### src/rtl/wdt_pkg.sv
package wdt_pkg;

   // Codes held by the reset-cause recorder
   typedef enum logic [1:0] {
      CAUSE_SOFT  = 2'd0,
      CAUSE_POWER = 2'd1,
      CAUSE_WDOG  = 2'd2,
      CAUSE_PIN   = 2'd3
   } cause_e;

   // Control register layout
   localparam int unsigned SWRST_BIT = 0;
   localparam int unsigned RSTEN_BIT = 1;
   localparam int unsigned INTEN_BIT = 2;
   localparam int unsigned FLAG_BIT  = 3;
   localparam int unsigned KEY_LSB   = 6;
   localparam logic [1:0]  CTRL_KEY  = 2'b01;

endpackage

### src/rtl/wdt_counter.sv
module wdt_counter #(
   parameter int unsigned CNT_W = 8
) (
   input  logic             clk,
   input  logic             rst_n,
   input  logic             tick,
   input  logic             load,
   input  logic [CNT_W-1:0] load_val,
   output logic [CNT_W-1:0] cnt_q,
   output logic             wrap
);

   localparam logic [CNT_W-1:0] CNT_MAX = {CNT_W{1'b1}};
   localparam logic [CNT_W-1:0] CNT_ONE = {{(CNT_W-1){1'b0}}, 1'b1};

   // a load takes priority, so a wrap can only come from a plain tick
   assign wrap = tick && !load && (cnt_q == CNT_MAX);

   always_ff @(posedge clk or negedge rst_n) begin
      if (!rst_n) begin
         cnt_q <= '0;
      end else if (load) begin
         cnt_q <= load_val;
      end else if (tick) begin
         cnt_q <= cnt_q + CNT_ONE;
      end
   end

endmodule

### src/rtl/wdt_ctrl.sv
module wdt_ctrl
   import wdt_pkg::*;
#(
   parameter int unsigned DATA_W  = 8,
   parameter bit          IRQ_REG = 1'b0
) (
   input  logic              clk,
   input  logic              rst_n,
   input  logic              wr,
   input  logic [DATA_W-1:0] wr_data,
   input  logic              unlock,
   input  logic              wrap,
   output logic              rst_en_q,
   output logic              int_en_q,
   output logic              flag_q,
   output logic              irq,
   output logic              wdog_evt,
   output logic              sw_evt
);

   logic key_ok;
   logic prot_wr;

   assign key_ok  = wr && (wr_data[KEY_LSB +: 2] == CTRL_KEY);
   assign prot_wr = key_ok && unlock;

   always_ff @(posedge clk or negedge rst_n) begin
      if (!rst_n) begin
         rst_en_q <= 1'b0;
         int_en_q <= 1'b0;
      end else if (prot_wr) begin
         rst_en_q <= wr_data[RSTEN_BIT];
         int_en_q <= wr_data[INTEN_BIT];
      end
   end

   // setting by overflow wins over a clear in the same cycle
   always_ff @(posedge clk or negedge rst_n) begin
      if (!rst_n) begin
         flag_q <= 1'b0;
      end else if (wrap) begin
         flag_q <= 1'b1;
      end else if (key_ok && wr_data[FLAG_BIT]) begin
         flag_q <= 1'b0;
      end
   end

   assign wdog_evt = wrap && rst_en_q;
   assign sw_evt   = prot_wr && wr_data[SWRST_BIT];

   generate
      if (IRQ_REG) begin : g_irq_reg
         logic irq_q;
         always_ff @(posedge clk or negedge rst_n) begin
            if (!rst_n) begin
               irq_q <= 1'b0;
            end else begin
               irq_q <= flag_q && int_en_q;
            end
         end
         assign irq = irq_q;
      end else begin : g_irq_comb
         assign irq = flag_q && int_en_q;
      end
   endgenerate

endmodule

### src/rtl/wdt_cause.sv
module wdt_cause
   import wdt_pkg::*;
(
   input  logic   clk,
   input  logic   por_n,
   input  logic   pin_evt,
   input  logic   wdog_evt,
   input  logic   sw_evt,
   output cause_e cause_q,
   output logic   rst_req_q
);

   always_ff @(posedge clk or negedge por_n) begin
      if (!por_n) begin
         cause_q <= CAUSE_POWER;
      end else if (pin_evt) begin
         cause_q <= CAUSE_PIN;
      end else if (wdog_evt) begin
         cause_q <= CAUSE_WDOG;
      end else if (sw_evt) begin
         cause_q <= CAUSE_SOFT;
      end
   end

   always_ff @(posedge clk or negedge por_n) begin
      if (!por_n) begin
         rst_req_q <= 1'b0;
      end else begin
         rst_req_q <= wdog_evt || sw_evt;
      end
   end

endmodule

### src/rtl/wdt_sentinel.sv
module wdt_sentinel
   import wdt_pkg::*;
#(
   parameter int unsigned CNT_W     = 8,
   parameter int unsigned DATA_W    = 8,
   parameter int unsigned ADDR_W    = 4,
   parameter int unsigned CNT_ADDR  = 3,
   parameter int unsigned STAT_ADDR = 5,
   parameter int unsigned CTRL_ADDR = 6,
   parameter bit          IRQ_REG   = 1'b0
) (
   input  logic              clk,
   input  logic              por_n,
   input  logic              sys_rst_n,
   input  logic              tick,
   input  logic              wr_en,
   input  logic [ADDR_W-1:0] wr_addr,
   input  logic [DATA_W-1:0] wr_data,
   input  logic              unlock,
   input  logic [ADDR_W-1:0] rd_addr,
   output logic [DATA_W-1:0] rd_data,
   input  logic              pin_rst,
   output logic              irq,
   output logic              rst_req
);

   localparam logic [ADDR_W-1:0] A_CNT  = ADDR_W'(CNT_ADDR);
   localparam logic [ADDR_W-1:0] A_STAT = ADDR_W'(STAT_ADDR);
   localparam logic [ADDR_W-1:0] A_CTRL = ADDR_W'(CTRL_ADDR);

   initial begin
      if (DATA_W != 8) $error("wdt_sentinel: DATA_W must be 8");
      if (CNT_W < 2 || CNT_W > DATA_W) $error("wdt_sentinel: CNT_W out of range");
      if ((CNT_ADDR >= (1 << ADDR_W)) || (STAT_ADDR >= (1 << ADDR_W)) ||
          (CTRL_ADDR >= (1 << ADDR_W)))
         $error("wdt_sentinel: address outside ADDR_W");
      if (CNT_ADDR == STAT_ADDR || CNT_ADDR == CTRL_ADDR || STAT_ADDR == CTRL_ADDR)
         $error("wdt_sentinel: register addresses overlap");
   end

   logic             cnt_wr;
   logic             ctrl_wr;
   logic [CNT_W-1:0] cnt_q;
   logic             wrap;
   logic             rst_en_q;
   logic             int_en_q;
   logic             flag_q;
   logic             wdog_evt;
   logic             sw_evt;
   cause_e           cause_q;

   assign cnt_wr  = wr_en && (wr_addr == A_CNT);
   assign ctrl_wr = wr_en && (wr_addr == A_CTRL);

   wdt_counter #(
      .CNT_W (CNT_W)
   ) u_counter (
      .clk      (clk),
      .rst_n    (sys_rst_n),
      .tick     (tick),
      .load     (cnt_wr),
      .load_val (wr_data[CNT_W-1:0]),
      .cnt_q    (cnt_q),
      .wrap     (wrap)
   );

   wdt_ctrl #(
      .DATA_W  (DATA_W),
      .IRQ_REG (IRQ_REG)
   ) u_ctrl (
      .clk      (clk),
      .rst_n    (sys_rst_n),
      .wr       (ctrl_wr),
      .wr_data  (wr_data),
      .unlock   (unlock),
      .wrap     (wrap),
      .rst_en_q (rst_en_q),
      .int_en_q (int_en_q),
      .flag_q   (flag_q),
      .irq      (irq),
      .wdog_evt (wdog_evt),
      .sw_evt   (sw_evt)
   );

   wdt_cause u_cause (
      .clk       (clk),
      .por_n     (por_n),
      .pin_evt   (pin_rst),
      .wdog_evt  (wdog_evt),
      .sw_evt    (sw_evt),
      .cause_q   (cause_q),
      .rst_req_q (rst_req)
   );

   logic [DATA_W-1:0] ctrl_view;
   always_comb begin
      ctrl_view            = '0;
      ctrl_view[RSTEN_BIT] = rst_en_q;
      ctrl_view[INTEN_BIT] = int_en_q;
      ctrl_view[FLAG_BIT]  = flag_q;
   end

   always_comb begin
      rd_data = '0;
      if (rd_addr == A_CNT) begin
         rd_data[CNT_W-1:0] = cnt_q;
      end else if (rd_addr == A_CTRL) begin
         rd_data = ctrl_view;
      end else if (rd_addr == A_STAT) begin
         rd_data[1:0] = cause_q;
      end
   end

endmodule

### config.mk
export PLATFORM = sky130hd
export DESIGN_NAME = wdt_sentinel
export DESIGN_NICKNAME = d
export VERILOG_FILES = /design/src/rtl/wdt_pkg.sv /design/src/rtl/wdt_counter.sv /design/src/rtl/wdt_ctrl.sv /design/src/rtl/wdt_cause.sv /design/src/rtl/wdt_sentinel.sv
export SDC_FILE = /design/constraint.sdc
export NUM_CORES = 1
export LEC_CHECK = 0
export ABC_AREA = 1
export ABC_CLOCK_PERIOD_IN_PS = 1000
export BUFFER_PORTS_ARGS = -buffer_cell sky130_fd_sc_hd__buf_2
export CAP_MARGIN = 40
export CORE_MARGIN = 1
export CORE_UTILIZATION = 43
export DETAILED_ROUTE_END_ITERATION = 10
export GPL_ROUTABILITY_DRIVEN = 0
export HOLD_SLACK_MARGIN = 0.12
export PLACE_DENSITY = 0.82
export SLEW_MARGIN = 20
export SYNTH_ARGS = -nofsm -noshare
export SYNTH_HDL_FRONTEND = slang
export SYNTH_SLANG_ARGS = --single-unit
### constraint.sdc
create_clock -name clk -period 1 [get_ports clk]
set_input_delay 0.25 -clock clk [delete_from_list [all_inputs] [get_ports clk]]
set_output_delay 0.25 -clock clk [all_outputs]
set_load 0.03 [all_outputs]
---- After elaboration in Yosys (flattened, before gate mapping) ----
Index checks and enable logic that the tools add are counted.
W data, S select, Z words.
cells by class
  reduce and logical (&&, ||, !) cells .... 15
  add/subtract/negate cells ............... 1
  mux-type cells .......................... 11
  equality and inequality tests ........... 7
operator list
  cell                   number
  $mux W8                3
  $eq A4 B3 Y1 const B   3
  $mux W2                6
  $logic_and A1 B1 Y1    10
  $add A8 B1 Y8 const B  1
  $eq A4 B2 Y1 const B   2
  $eq A8 B8 Y1 const B   1
  $reduce_bool A2 Y1     2
  $reduce_bool A3 Y1     1
  $eq A2 B1 Y1 const B   1
  $mux W1                2
  $logic_not A1 Y1       1
  $logic_or A1 B1 Y1     1
word-level totals
  word-level logic and storage cells ...... 40
  input port bits ......................... 23
  register bits after elaboration ......... 14
  output and inout port bits .............. 10

---- Logic depth before layout (Yosys ltp) ----
  depth in word-level cells ............... 8
  mapped depth ............................ 8
  mapped depth without buffers ............ 8

---- Modules after synthesis ----
A second synthesis with hierarchy kept.
unflattened totals
  cell total of the unflattened synthesis .. 138
  area, all modules ....................... 975.9 um^2
modules (own cells, without submodules)
  module        sequential area each (um^2)  cells an instance  instances  area an instance (um^2)
  wdt_counter   200.2                        67                 1          531.8
  wdt_sentinel  0.0                          37                 1          173.9
  wdt_ctrl      75.1                         23                 1          160.2
  wdt_cause     76.3                         11                 1          110.1

---- Worst setup path before layout ----
No wires, ideal clock.
  path type ............................... input -> output
  start point ............................. in rd_addr[2]
  end point ............................... out rd_data[0]
  path slack .............................. -503 ps
  arrival time ............................ 1253 ps
  buffers on the path ..................... 0
  stages on the path ...................... 3
  path through ............................ nor2_1 -> nand3_1 -> o21ai_0
on the way
  word-level cells in the longest chain between the ends .. 4
  elaborated cells on any way between the ends .. 6
  classes of those cells .................. eq/ne (3); mux (3)
RTL lines
  element          line                 RTL
  start, declared  wdt_sentinel.sv:20   input logic [ADDR_W-1:0] rd_addr,
  $eq A4 B3 Y1     wdt_sentinel.sv:109  end else if (rd_addr == A_STAT) begin
  $mux W2          wdt_sentinel.sv:109
  $mux W2          wdt_sentinel.sv:107  end else if (rd_addr == A_CTRL) begin
  $mux W8 (*)      wdt_sentinel.sv:105  if (rd_addr == A_CNT) begin
  end, declared    wdt_sentinel.sv:21   output logic [DATA_W-1:0] rd_data,
Every way passes the cells marked *; elsewhere a longest branch is shown, timed or not.

---- Final worst setup path ----
  start point ............................. reg u_cause.cause_q[1]
  end point ............................... out rd_data[1]
on the way
  word-level cells in the longest chain between the ends .. 3
RTL lines
  element                 line                 RTL
  start, declared         wdt_cause.sv:9       output cause_e cause_q,
  start signal, assigned  wdt_cause.sv:15      cause_q <= CAUSE_POWER;
  start signal, assigned  wdt_cause.sv:17      cause_q <= CAUSE_PIN;
  start signal, assigned  wdt_cause.sv:19      cause_q <= CAUSE_WDOG;
  $mux W2                 wdt_sentinel.sv:109
  $mux W2                 wdt_sentinel.sv:107
  $mux W8                 wdt_sentinel.sv:105
Every way passes these cells.

==> results.sh <==
export IMPL_run_status="complete, but fails checks"
export IMPL_failed_checks="negative setup slack"
export IMPL_compound_cell_area_share_of_the_yosys_netlist_pct=9.84
export IMPL_max_stage_delay_ns=0.39
export IMPL_hpwlAfterDp_mm=2.21
export IMPL_tritoncts_clock_tree="yes"
export IMPL_power_density_nw_per_um2=1660
export IMPL_ff_to_ff_end="u_counter.cnt_q[6]"
export IMPL_mostFrequentLayoutCells="31 x buf_4, 30 x nand2_1, 22 x buf_6"
export IMPL_max_slew_margin_pct=79.9
export IMPL_final_seq_area_um2=352
export IMPL_hp_start="pin_rst"
export IMPL_multi_input_combinational_cell_area_um2=694
export IMPL_post_synth_main_area_contributors="dfrtp_1 35%, nand2_1 15%, inv_1 7.7%, nand3_1 7.0%, nor2_1 6.1%"
export IMPL_number_of_drc_violations_after_detailed_routing=0
export IMPL_path_cells="nand4_1, a31oi_4, buf_6"
export IMPL_cp_required_ns=0.75
export IMPL_layout_worst_path_cycle_share_pct=153
export IMPL_synth_async_sr_flop_share_pct=100
export IMPL_r2r_worst_path_cells=8
export IMPL_cts_root_buf="clkbuf_4"
export IMPL_timing_final_crit_period_ns=1.53
export IMPL_hold_path_depth=3
export IMPL_syn_inst=131
export IMPL_first_global_vias=1448
export IMPL_i_o_pin_total=33
export IMPL_internal_power_w=0.00177
export IMPL_synth_largest_type_area_fraction_pct=35.0
export IMPL_netlist_area_um2=928
export IMPL_global_route_usage_total_pct=38.4
export IMPL_nets=236
export IMPL_critical_path_top_delay_family="flip-flops"
export IMPL_finish_instance_area_um2=1840
export IMPL_power_combinational_fraction_pct=58.1
export IMPL_number_of_antenna_violations_at_the_first_check_in_global_routing=1
export IMPL_finalHoldViolations=0
export IMPL_switching_share_pct=42.0
export IMPL_yosys_mux_area_fraction_pct=0
export IMPL_buffer_ports_inserted=32
export IMPL_worstPathBufferInverterCount=1
export IMPL_timing_critical_path_from_type="register"
export IMPL_rsz0062_at_grt="yes"
export IMPL_global_route_overflow_total=0
export IMPL_cts_num_sinks=14
export IMPL_yosys_area_share_xor_xnor_pct=2.83
export IMPL_floorplan_core_area_um2=2000
export IMPL_whs_endpoint="u_cause.cause_q[1]"
export IMPL_dieWidth_um=48.5
export IMPL_placed_area_um2=1450
export IMPL_ys_warnings_count=0
export IMPL_drive_gt1_share_pct=59.7
export IMPL_drv_slew=0
export IMPL_cpMaxStageDelayCell="dfrtp_1"
export IMPL_tritoncts_num_buffers=3
export IMPL_clock_latency_ns=0.31
export IMPL_main_combinational_cell_family_by_area_after_synthesis="simple AND/OR/NAND/NOR gates"
export IMPL_number_of_enable_flip_flop_cells_after_synthesis=0
export IMPL_route_detailed_wl_per_inst_um=20.8
export IMPL_synth_nets=155
export IMPL_crit_fanout=2
export IMPL_viasPerCell=5.98
export IMPL_fillerInstances=73
export IMPL_post_synth_fa_ha_maj_area_fraction_pct=1.35
export IMPL_die_height_um=48.5
export IMPL_clock_tree_htree_level_count=1
export IMPL_area_share_of_and_or_nand_nor_cells_after_synthesis_pct=38.4
export IMPL_maximum_number_of_pins_on_one_net_before_global_route_repair=12
export IMPL_min_delay_path_class="in2reg"
export IMPL_synthesis_area_per_instance_um2=7.09
export IMPL_p_sw_w=0.00128
export IMPL_total_neg_setup_slack_ns=-6.95
export IMPL_cts_reportedPaths_clkPinSlew_ns=0.10
export IMPL_fin_cells=239
export IMPL_netlist_top_cell_by_area="dfrtp_1"
export IMPL_max_freq_ghz=0.652
export IMPL_route_antenna_remaining_nets=0
export IMPL_regToRegStartpoint="u_counter.cnt_q[1]"
export IMPL_die_area_um2=2350
export IMPL_area_growth_synth_to_final_pct=98.0
export IMPL_mostFrequentLayoutCell="buf_4"
export IMPL_critical_path_class="reg2out"
export IMPL_vdd_ir_drop_max_v=0.00148
export IMPL_clockBufferDepth=2
export IMPL_std_cell_rows=16
export IMPL_tightest_slew_ns=0.301
export IMPL_final_setup_worst_slack_ns=-0.533
export IMPL_max_cap_violations=0
export IMPL_detailedRoute_firstIterationViolations=85
export IMPL_hold_slack_ns=0.156
export IMPL_wirelength_mm=4.96
export IMPL_share_seq_of_total_power_pct=26.7
export IMPL_ys_seq_area_share_pct=37.9
export IMPL_synth_seq_cells=14
export IMPL_placed_cells=217
export IMPL_synth_top_flop_cell="dfrtp_1"
export IMPL_drtPass1Iterations=4
export IMPL_worst_skew_ns=0.00284
export IMPL_post_synth_num_cell_types=23
export IMPL_detailroute_via_count=1429
export IMPL_setup_slack_reg_to_reg_ns=-0.53
export IMPL_report_power_total_w=0.00305
export IMPL_power_leakage_nw=0.926
export IMPL_crit_arrival_ns=1.28
export IMPL_endpoint_kind="primary output"
export IMPL_initial_core_util_pct=46.4
export IMPL_p_clk_share_pct=15.2
export IMPL_final_setup_viol_count=22
export IMPL_grt_first_pass_wirelength_mm=6.69
[cell families after synthesis]
logic type / Yosys count
compound gates: 14
simple gates: 77
flops: 14
xor+xnor: 3
buf+inv: 22
fa+ha+maj: 1
[Yosys cell counts (2+ instances only)]
cell type	number
nand2_1	36
inv_1	19
nor2_1	15
dfrtp_1	13
nand3_1	13
o21ai_0	5
nand3_2	4
nand4_1	4
nor2_2	3
o211ai_1	3
a31oi_1	2
o21ai_1	2
xor2_1	2
[registers in the layout, summed over array words and instances (netlist names)]
signal             count
u_cause.rst_req_q      1
u_ctrl.rst_en_q        1
u_counter.cnt_q        8
u_ctrl.flag_q          1
u_cause.cause_q        2
u_ctrl.int_en_q        1
[worst max-delay path by stage]
stage | cells past startpoint | slack (ns) | from | to
floorplan | 6 | -0.15 | u_counter.cnt_q[1] | u_cause.cause_q[0]
global placement | 8 | -0.36 | rd_addr[2] | rd_data[1]
detailed placement | 8 | -0.42 | rd_addr[2] | rd_data[1]
CTS | 3 | -0.47 | u_cause.cause_q[0] | rd_data[0]
global route | 8 | -0.59 | u_counter.cnt_q[1] | u_counter.cnt_q[6]
finish | 3 | -0.53 | u_cause.cause_q[1] | rd_data[1]
[worst reg2reg max path, stage by stage (launching register included)]
cell and delay, ns:
dfrtp_1 0.43, buf_6 0.12, buf_6 0.09, ha_4 0.15
nand3_4 0.11, nor2_2 0.16, xor2_1 0.26, nand2_1 0.08
nand3_1 0.07
[routing by layer]
| metal | track usage, % | part of all wire, % |
|---|---|---|
| met1 | 46.0 | 34 |
| met2 | 64.6 | 45 |
| met3 | 6.92 | 11 |
| met4 | 22.1 | 11 |
| met5 | 0 | 0 |
[stage by stage]
stage,utilization [%],setup WS (ns)
floorplan,-,-0.146
global placement,72.2,-0.358
detailed placement,72.2,-0.417
CTS,86.6,-0.468
global route,91.8,-0.594
finish,91.8,-0.533
[repair_timing]
item / in CTS / in global routing
setup buffers: 10 / 8
hold buffers: 2 / 0
hold endpoints to repair: 14 / 0
endpoints found under the setup margin: 21 / 22
resized for setup: 48 / 23
pin swaps: 17 / 17
gates cloned: 0 / 0
[power groups by stage]
| stage | clock network (W) | logic, W | registers, W |
|---|---|---|---|
| after floorplan | 0 | 0.000463 | 0.000818 |
| final | 0.000463 | 0.00177 | 0.000815 |
| after global placement | 0 | 0.000855 | 0.000795 |
| after global routing | 0.000474 | 0.00181 | 0.000817 |
| after detailed placement | 0 | 0.000895 | 0.000804 |
| after CTS | 0.000452 | 0.00136 | 0.000786 |
[final cells by class]
class / count / area share (%)
flip-flops and latches: 14 / 19.1
clock buffers: 4 / 1.97
well taps: 27 / 1.84
diodes: 1 / 0.136
multi-input cells: 95 / 37.8
inverters: 21 / 4.56
repair buffers: 77 / 34.6
No activity file was read; power rests on OpenSTA's default activity.
